<file path="config.mk">
export PLATFORM = sky130hd
export DESIGN_NAME = spi_cmd_engine
export DESIGN_NICKNAME = d
export VERILOG_FILES = /design/src/rtl/spi_cmd_pkg.sv /design/src/rtl/spi_cmd_shifter.sv /design/src/rtl/spi_cmd_seq.sv /design/src/rtl/spi_cmd_regs.sv /design/src/rtl/spi_cmd_engine.sv
export SDC_FILE = /design/constraint.sdc
export NUM_CORES = 1
export LEC_CHECK = 0
export CAP_MARGIN = 40
export CORE_MARGIN = 2
export CORE_UTILIZATION = 60
export DETAILED_ROUTE_END_ITERATION = 10
export HOLD_SLACK_MARGIN = 0.15
export PLACE_DENSITY = 0.77
export SLEW_MARGIN = 20
export SYNTH_ARGS = -nofsm -noshare
export SYNTH_HDL_FRONTEND = slang
export SYNTH_SLANG_ARGS = --single-unit
</file>
<file path="constraint.sdc">
create_clock -name clk_i -period 5.24 [get_ports clk_i]
set_clock_uncertainty 0.05 [all_clocks]
set_input_delay 1.572 -clock clk_i [delete_from_list [all_inputs] [get_ports clk_i]]
set_output_delay 1.572 -clock clk_i [all_outputs]
set_load 0.005 [all_outputs]
</file>
<file path="src/rtl/spi_cmd_pkg.sv">
package spi_cmd_pkg;

  localparam int WIN_AW     = 3;
  localparam int DATA_REGS  = 4;
  localparam int DATA_W     = 8 * DATA_REGS;
  localparam int IDX_W      = 4;

  typedef struct packed {
    logic       valid;
    logic [1:0] n_addr;
    logic       n_dummy;
    logic [2:0] n_wr;
    logic [2:0] n_rd;
  } shape_t;

  function automatic shape_t decode_shape(input logic [3:0] code);
    shape_t s;
    s = '0;
    s.valid = 1'b1;
    case (code)
      4'h1: ;
      4'h2: s.n_wr = 3'd1;
      4'h3: s.n_rd = 3'd2;
      4'h4: s.n_addr = 2'd3;
      4'h5: begin s.n_addr = 2'd3; s.n_wr = 3'd1; end
      4'h6: begin s.n_addr = 2'd3; s.n_wr = 3'd4; end
      4'h7: begin s.n_addr = 2'd3; s.n_dummy = 1'b1; s.n_rd = 3'd4; end
      4'h8: begin s.n_addr = 2'd3; s.n_rd = 3'd1; end
      4'h9: begin s.n_addr = 2'd3; s.n_rd = 3'd2; end
      4'hA: begin s.n_addr = 2'd3; s.n_rd = 3'd3; end
      4'hB: begin s.n_addr = 2'd3; s.n_rd = 3'd4; end
      default: s.valid = 1'b0;
    endcase
    return s;
  endfunction

endpackage

</file>
<file path="src/rtl/spi_cmd_shifter.sv">
module spi_cmd_shifter #(
  parameter int CLK_DIV = 4
) (
  input  logic       clk_i,
  input  logic       rst_ni,
  input  logic       start_i,
  input  logic [7:0] tx_i,
  input  logic       miso_i,
  output logic       sclk_o,
  output logic       mosi_o,
  output logic       done_o,
  output logic [7:0] rx_o
);
  localparam int HALF = CLK_DIV / 2;
  localparam int DW   = $clog2(HALF + 1);

  logic          active_q;
  logic [DW-1:0] div_q;
  logic [2:0]    bit_q;
  logic [7:0]    tx_q, rx_q;
  logic          sclk_q, done_q;

  always_ff @(posedge clk_i or negedge rst_ni) begin
    if (!rst_ni) begin
      active_q <= 1'b0;
      div_q    <= '0;
      bit_q    <= '0;
      tx_q     <= '0;
      rx_q     <= '0;
      sclk_q   <= 1'b0;
      done_q   <= 1'b0;
    end else begin
      done_q <= 1'b0;
      if (start_i && !active_q) begin
        active_q <= 1'b1;
        tx_q     <= tx_i;
        div_q    <= '0;
        bit_q    <= '0;
        sclk_q   <= 1'b0;
      end else if (active_q) begin
        if (div_q == DW'(HALF - 1)) begin
          div_q <= '0;
          if (!sclk_q) begin
            sclk_q <= 1'b1;
            rx_q   <= {rx_q[6:0], miso_i};
          end else begin
            sclk_q <= 1'b0;
            if (bit_q == 3'd7) begin
              active_q <= 1'b0;
              done_q   <= 1'b1;
            end else begin
              bit_q <= bit_q + 3'd1;
              tx_q  <= {tx_q[6:0], 1'b0};
            end
          end
        end else begin
          div_q <= div_q + DW'(1);
        end
      end
    end
  end

  assign sclk_o = sclk_q;
  assign mosi_o = active_q & tx_q[7];
  assign done_o = done_q;
  assign rx_o   = rx_q;
endmodule

</file>
<file path="src/rtl/spi_cmd_seq.sv">
module spi_cmd_seq
  import spi_cmd_pkg::*;
(
  input  logic              clk_i,
  input  logic              rst_ni,
  input  logic              go_i,
  input  logic [7:0]        mode_i,
  input  logic [7:0]        opcode_i,
  input  logic [7:0]        addr_hi_i,
  input  logic [7:0]        addr_lo_i,
  input  logic [DATA_W-1:0] data_i,
  input  logic              sh_done_i,
  input  logic [7:0]        sh_rx_i,
  output logic              sh_start_o,
  output logic [7:0]        sh_tx_o,
  output logic              cs_no,
  output logic              busy_o,
  output logic              rd_we_o,
  output logic [1:0]        rd_idx_o,
  output logic [7:0]        rd_byte_o
);
  typedef enum logic [1:0] {S_IDLE, S_LOAD, S_WAIT} st_e;

  st_e            st_q;
  logic [IDX_W-1:0] idx_q;
  shape_t         shp;
  logic [IDX_W-1:0] a_end, d_end, w_end, r_end, a_k, w_k, r_k;
  logic           last, is_rd;

  always_comb begin
    shp   = decode_shape(mode_i[7:4]);
    a_end = IDX_W'(1) + IDX_W'(shp.n_addr);
    d_end = a_end + IDX_W'(shp.n_dummy);
    w_end = d_end + IDX_W'(shp.n_wr);
    r_end = w_end + IDX_W'(shp.n_rd);
    a_k   = idx_q - IDX_W'(1);
    w_k   = idx_q - d_end;
    r_k   = idx_q - w_end;
    last  = (idx_q == r_end - IDX_W'(1));
    is_rd = (idx_q >= w_end);
    if (idx_q == '0)          sh_tx_o = opcode_i;
    else if (idx_q < a_end) begin
      case (a_k[1:0])
        2'd0:    sh_tx_o = {4'h0, mode_i[3:0]};
        2'd1:    sh_tx_o = addr_hi_i;
        default: sh_tx_o = addr_lo_i;
      endcase
    end
    else if (idx_q < d_end)   sh_tx_o = 8'h00;
    else if (idx_q < w_end)   sh_tx_o = data_i[{w_k[1:0], 3'b000} +: 8];
    else                      sh_tx_o = 8'h00;
  end

  always_ff @(posedge clk_i or negedge rst_ni) begin
    if (!rst_ni) begin
      st_q  <= S_IDLE;
      idx_q <= '0;
    end else begin
      case (st_q)
        S_IDLE: if (go_i) begin
          st_q  <= S_LOAD;
          idx_q <= '0;
        end
        S_LOAD: st_q <= S_WAIT;
        S_WAIT: if (sh_done_i) begin
          if (last) st_q <= S_IDLE;
          else begin
            idx_q <= idx_q + IDX_W'(1);
            st_q  <= S_LOAD;
          end
        end
        default: st_q <= S_IDLE;
      endcase
    end
  end

  assign sh_start_o = (st_q == S_LOAD);
  assign cs_no      = (st_q == S_IDLE);
  assign busy_o     = (st_q != S_IDLE);
  assign rd_we_o    = (st_q == S_WAIT) && sh_done_i && is_rd;
  assign rd_idx_o   = r_k[1:0];
  assign rd_byte_o  = sh_rx_i;
endmodule

</file>
<file path="src/rtl/spi_cmd_regs.sv">
module spi_cmd_regs
  import spi_cmd_pkg::*;
(
  input  logic              clk_i,
  input  logic              rst_ni,
  input  logic              wr_i,
  input  logic [WIN_AW-1:0] addr_i,
  input  logic [7:0]        wdata_i,
  input  logic              seq_busy_i,
  input  logic              rd_we_i,
  input  logic [1:0]        rd_idx_i,
  input  logic [7:0]        rd_byte_i,
  output logic [7:0]        rdata_o,
  output logic [7:0]        opcode_o,
  output logic [7:0]        mode_o,
  output logic [7:0]        addr_hi_o,
  output logic [7:0]        addr_lo_o,
  output logic [DATA_W-1:0] data_o,
  output logic              go_o
);
  logic [7:0] opcode_q, mode_q, ahi_q, alo_q;
  logic       go_q, acc;
  shape_t     req;

  assign acc = wr_i && !(seq_busy_i || go_q);
  assign req = decode_shape(wdata_i[7:4]);

  always_ff @(posedge clk_i or negedge rst_ni) begin
    if (!rst_ni) begin
      opcode_q <= '0;
      mode_q   <= '0;
      ahi_q    <= '0;
      alo_q    <= '0;
      go_q     <= 1'b0;
    end else begin
      go_q <= acc && (addr_i == 3'd1) && req.valid;
      if (acc) begin
        case (addr_i)
          3'd0: opcode_q <= wdata_i;
          3'd1: mode_q   <= wdata_i;
          3'd2: ahi_q    <= wdata_i;
          3'd3: alo_q    <= wdata_i;
          default: ;
        endcase
      end
    end
  end

  for (genvar k = 0; k < DATA_REGS; k++) begin : g_data
    logic [7:0] q;
    always_ff @(posedge clk_i or negedge rst_ni) begin
      if (!rst_ni) q <= '0;
      else if (rd_we_i && rd_idx_i == 2'(k)) q <= rd_byte_i;
      else if (acc && addr_i == WIN_AW'(4 + k)) q <= wdata_i;
    end
    assign data_o[8*k +: 8] = q;
  end

  always_comb begin
    case (addr_i)
      3'd0:    rdata_o = opcode_q;
      3'd1:    rdata_o = mode_q;
      3'd2:    rdata_o = ahi_q;
      3'd3:    rdata_o = alo_q;
      default: rdata_o = data_o[{addr_i[1:0], 3'b000} +: 8];
    endcase
  end

  assign opcode_o  = opcode_q;
  assign mode_o    = mode_q;
  assign addr_hi_o = ahi_q;
  assign addr_lo_o = alo_q;
  assign go_o      = go_q;
endmodule

</file>
<file path="src/rtl/spi_cmd_engine.sv">
module spi_cmd_engine
  import spi_cmd_pkg::*;
#(
  parameter int CLK_DIV = 4
) (
  input  logic       clk_i,
  input  logic       rst_ni,
  input  logic       wr_i,
  input  logic [2:0] addr_i,
  input  logic [7:0] wdata_i,
  output logic [7:0] rdata_o,
  output logic       busy_o,
  output logic       spi_cs_no,
  output logic       spi_sclk_o,
  output logic       spi_mosi_o,
  input  logic       spi_miso_i
);
  logic [7:0]        opcode, mode, ahi, alo, sh_tx, sh_rx, rd_byte;
  logic [DATA_W-1:0] data;
  logic              go, seq_busy, sh_start, sh_done, rd_we;
  logic [1:0]        rd_idx;

  spi_cmd_regs u_regs (
    .clk_i, .rst_ni, .wr_i, .addr_i, .wdata_i,
    .seq_busy_i(seq_busy), .rd_we_i(rd_we), .rd_idx_i(rd_idx), .rd_byte_i(rd_byte),
    .rdata_o, .opcode_o(opcode), .mode_o(mode), .addr_hi_o(ahi), .addr_lo_o(alo),
    .data_o(data), .go_o(go)
  );

  spi_cmd_seq u_seq (
    .clk_i, .rst_ni, .go_i(go), .mode_i(mode), .opcode_i(opcode),
    .addr_hi_i(ahi), .addr_lo_i(alo), .data_i(data),
    .sh_done_i(sh_done), .sh_rx_i(sh_rx), .sh_start_o(sh_start), .sh_tx_o(sh_tx),
    .cs_no(spi_cs_no), .busy_o(seq_busy),
    .rd_we_o(rd_we), .rd_idx_o(rd_idx), .rd_byte_o(rd_byte)
  );

  spi_cmd_shifter #(.CLK_DIV(CLK_DIV)) u_shift (
    .clk_i, .rst_ni, .start_i(sh_start), .tx_i(sh_tx), .miso_i(spi_miso_i),
    .sclk_o(spi_sclk_o), .mosi_o(spi_mosi_o), .done_o(sh_done), .rx_o(sh_rx)
  );

  assign busy_o = go | seq_busy;
endmodule

</file>
==> key figures <==
Route
  – Drt wl/cell: 19.7 um
  – Vias: 3948
  – DRT Wirelength: 12.5 mm
  – First-pass detailed-route iteration total: 5
  – Drt drc: 0
  – ANT nets after route: 0
  – Starting DRT DRC Count: 265
  – Vias per Instance: 6.20

Critical path
  – Crit Path Max Fanout: 14
  – CP Class: primary input to output pin
  – Data required time of the critical path: 3.62 ns
  – Critical Path AT: 3.56 ns
  – Worst setup SP type: primary input
  – Endpoint type of the worst setup path: output pin

Finish
  – Most frequent cells in the layout: dfrtp_1, mux2_2, nand2_1, nor2_1
  – Final nets: 544
  – # diodes: 0
  – Multi-input gate area: 3180 sq um
  – Area Growth Syn to Fin: 10.9%
  – Fillers: 697
  – Commonest non-fill, non-tap cell in the layout: dfrtp_1
  – Fin util: 0.687
  – Share of layout cells above drive strength 1: 0.248
  – Cell area after layout: 6350 sq um
  – FF+latch area: 2380 sq um

Place
  – DPL Wire Length: 9.33 mm
  – Routability cong.: 0.881
  – Port bufs: 26
  – Dpl cell area: 6110 sq um

Logic synthesis
  – Sequential area share after synthesis: 0.415
  – Cells after synthesis: 484
  – Synth Area per Inst: 11.8 sq um
  – Syn_nets: 525
  – Post-synth ARST share: 1.00
  – Post-synthesis cell area: 5730 sq um
  – Yosys warns: 0
  – Ys flop type: dfrtp_1
  – Post-synthesis cell type count: 55
  – EDFF count, synth: 0
  – Synthesized flop and latch total: 95

Clock network
  – CTS Buffer Depth: 2
  – CTS buffer count: 9
  – CTS tree: yes
  – Clock transition at the registers of the reported paths: 0.09 ns
  – CTS H-tree lvls: 3
  – Latest clock arrival within the worst-skew pair: 0.38 ns
  – Clock root buffer: clkbuf_8
  – Sink Count: 95

Power and ir drop
  – Power Density: 636 nW/um^2
  – Peak VDD IR: 0.353 mV
  – Final Power: 4.04 mW
  – Leakage: 2.79 nW

STA
  – Total negative slack: 0 ns
  – Min Tclk post-route: 5.18 ns
  – Hold WS: 0.486 ns
  – RSZ-0062 raised after global routing: false
  – Final setup fails: 0
  – Worst-Margin Slew: 0.754 ns
  – Slew Limit Headroom: 0.495
  – Pins over their slew limit: 0
  – Fin crit share: 0.989
  – Achievable Freq: 193 MHz
  – Final hold vios: 0

GRT
  – Largest net degree at the start of global routing: 44
  – Total grt overflow: 0
  – First-pass GRT wire length: 20.8 mm
  – GR Util All Layers: 0.265
  – Number of global-route vias before repair: 3991
  – Antenna violations before repair: 0

Floorplan
  – Io pins: 27
  – Core area: 9240 sq um
  – Starting density of the core: 0.620
  – DIE HEIGHT: 102 um
  – Die X: 102 um
  – FP Rows: 35
  – Die Footprint: 10300 sq um

Run status
  – Outcome: finished clean

Flow run
  – Max-Cap Viols: 0

Min path
  – Hold Crit Class: register to register
[sequential cells by signal, indices dropped and copies added (netlist names)]
name	flops
u_regs.addr_hi_o	8
u_regs.addr_lo_o	8
u_regs.g_data.q	32
u_regs.go_o	1
u_regs.mode_o	8
u_regs.opcode_o	8
u_seq.idx_q	4
u_seq.st_q	2
u_shift.active_q	1
u_shift.bit_q	3
u_shift.div_q	2
u_shift.done_o	1
u_shift.rx_o	8
u_shift.sclk_o	1
u_shift.tx_q	8
[power breakdown]
group	internal [mW]	switching [mW]
sequential	1.06	0.326
combinational	1.16	0.978
clock	0.232	0.288
total	2.45	1.59
[cell type report]
class	count	share of cell area
flip-flops and latches	95	0.374
inverters	14	0.00827
repair buffers	34	0.0591
well taps	129	0.0254
clock buffers	9	0.0195
clock inverters	7	0.0136
multi-input cells	349	0.500
[metal layers]
metal	part of all wire	track usage	vias to the layer above
met5	0	0	-
met4	0.014	0.0769	0
met3	0.045	0.0455	20
met2	0.49	0.421	112
met1	0.45	0.378	2003
li1	-	-	1813
[cell usage after synthesis (6+ instances only)]
library cell	n	area share
dfrtp_1	95	0.41
mux2_2	67	0.13
nand2_1	31	0.020
nor2_1	29	0.019
mux4_2	24	0.094
a21oi_1	22	0.019
ha_1	22	0.048
mux2i_1	17	0.030
mux2_1	15	0.029
inv_1	14	0.0092
o21ai_0	12	0.010
buf_2	11	0.0096
clkbuf_1	10	0.0066
a31oi_1	8	0.0087
and3_1	8	0.0087
o22ai_1	7	0.0076
nor2b_1	6	0.0066
xnor2_1	6	0.0092
[cell families after synthesis]
logic type               after synthesis  share of synthesized area
XOR/XNOR                               9                     0.0138
flip-flops                            95                      0.415
adder cells (fa/ha/maj)               26                     0.0620
buffers and inverters                 40                     0.0308
multiplexers                         123                      0.285
AO/OA/AOI/OAI                         71                     0.0753
AND/OR/NAND/NOR                      120                      0.118
[worst paths after layout]
check / from / endpoint / slack, ns / cells past startpoint
min: u_shift.done_o$_DFF_PN0_ / u_seq.st_q[1]$_DFFE_PN0P_ / 0.49 / 1
min in group asynchronous: rst_ni / u_seq.idx_q[2]$_DFFE_PN0P_ / 1.07 / 1
max: addr_i[0] / rdata_o[6] / 0.06 / 5
max in group asynchronous: rst_ni / u_regs.opcode_o[4]$_DFFE_PN0P_ / 3.14 / 3
max reg2reg: u_regs.mode_o[7]$_DFFE_PN0P_ / u_regs.g_data[3].q[0]$_DFFE_PN0P_ / 1.42 / 13
min reg2reg: u_shift.done_o$_DFF_PN0_ / u_seq.st_q[1]$_DFFE_PN0P_ / 0.49 / 1
[metrics by stage]
step	setup slack (ns)	cells
after global placement	0.0820	618
after detailed placement	0.0347	619
after floorplan	0.741	484
final	0.0558	637
after CTS	0.0254	635
after global routing	0.0171	637
[worst max-delay path, stage by stage]
cell and delay, ns:
clkdlybuf4s50_1 0.53, buf_12 0.18, mux4_2 0.53, mux2_2 0.29
clkdlybuf4s50_1 0.45
[repair_timing]
item                                   in CTS  in global routing
gates resized for setup                     0                  1
setup endpoints to repair                   0                  3
setup buffers                               0                  0
hold buffers                                0                  0
endpoints found under the hold margin       0                  0
(Power assumes the default switching activity.)
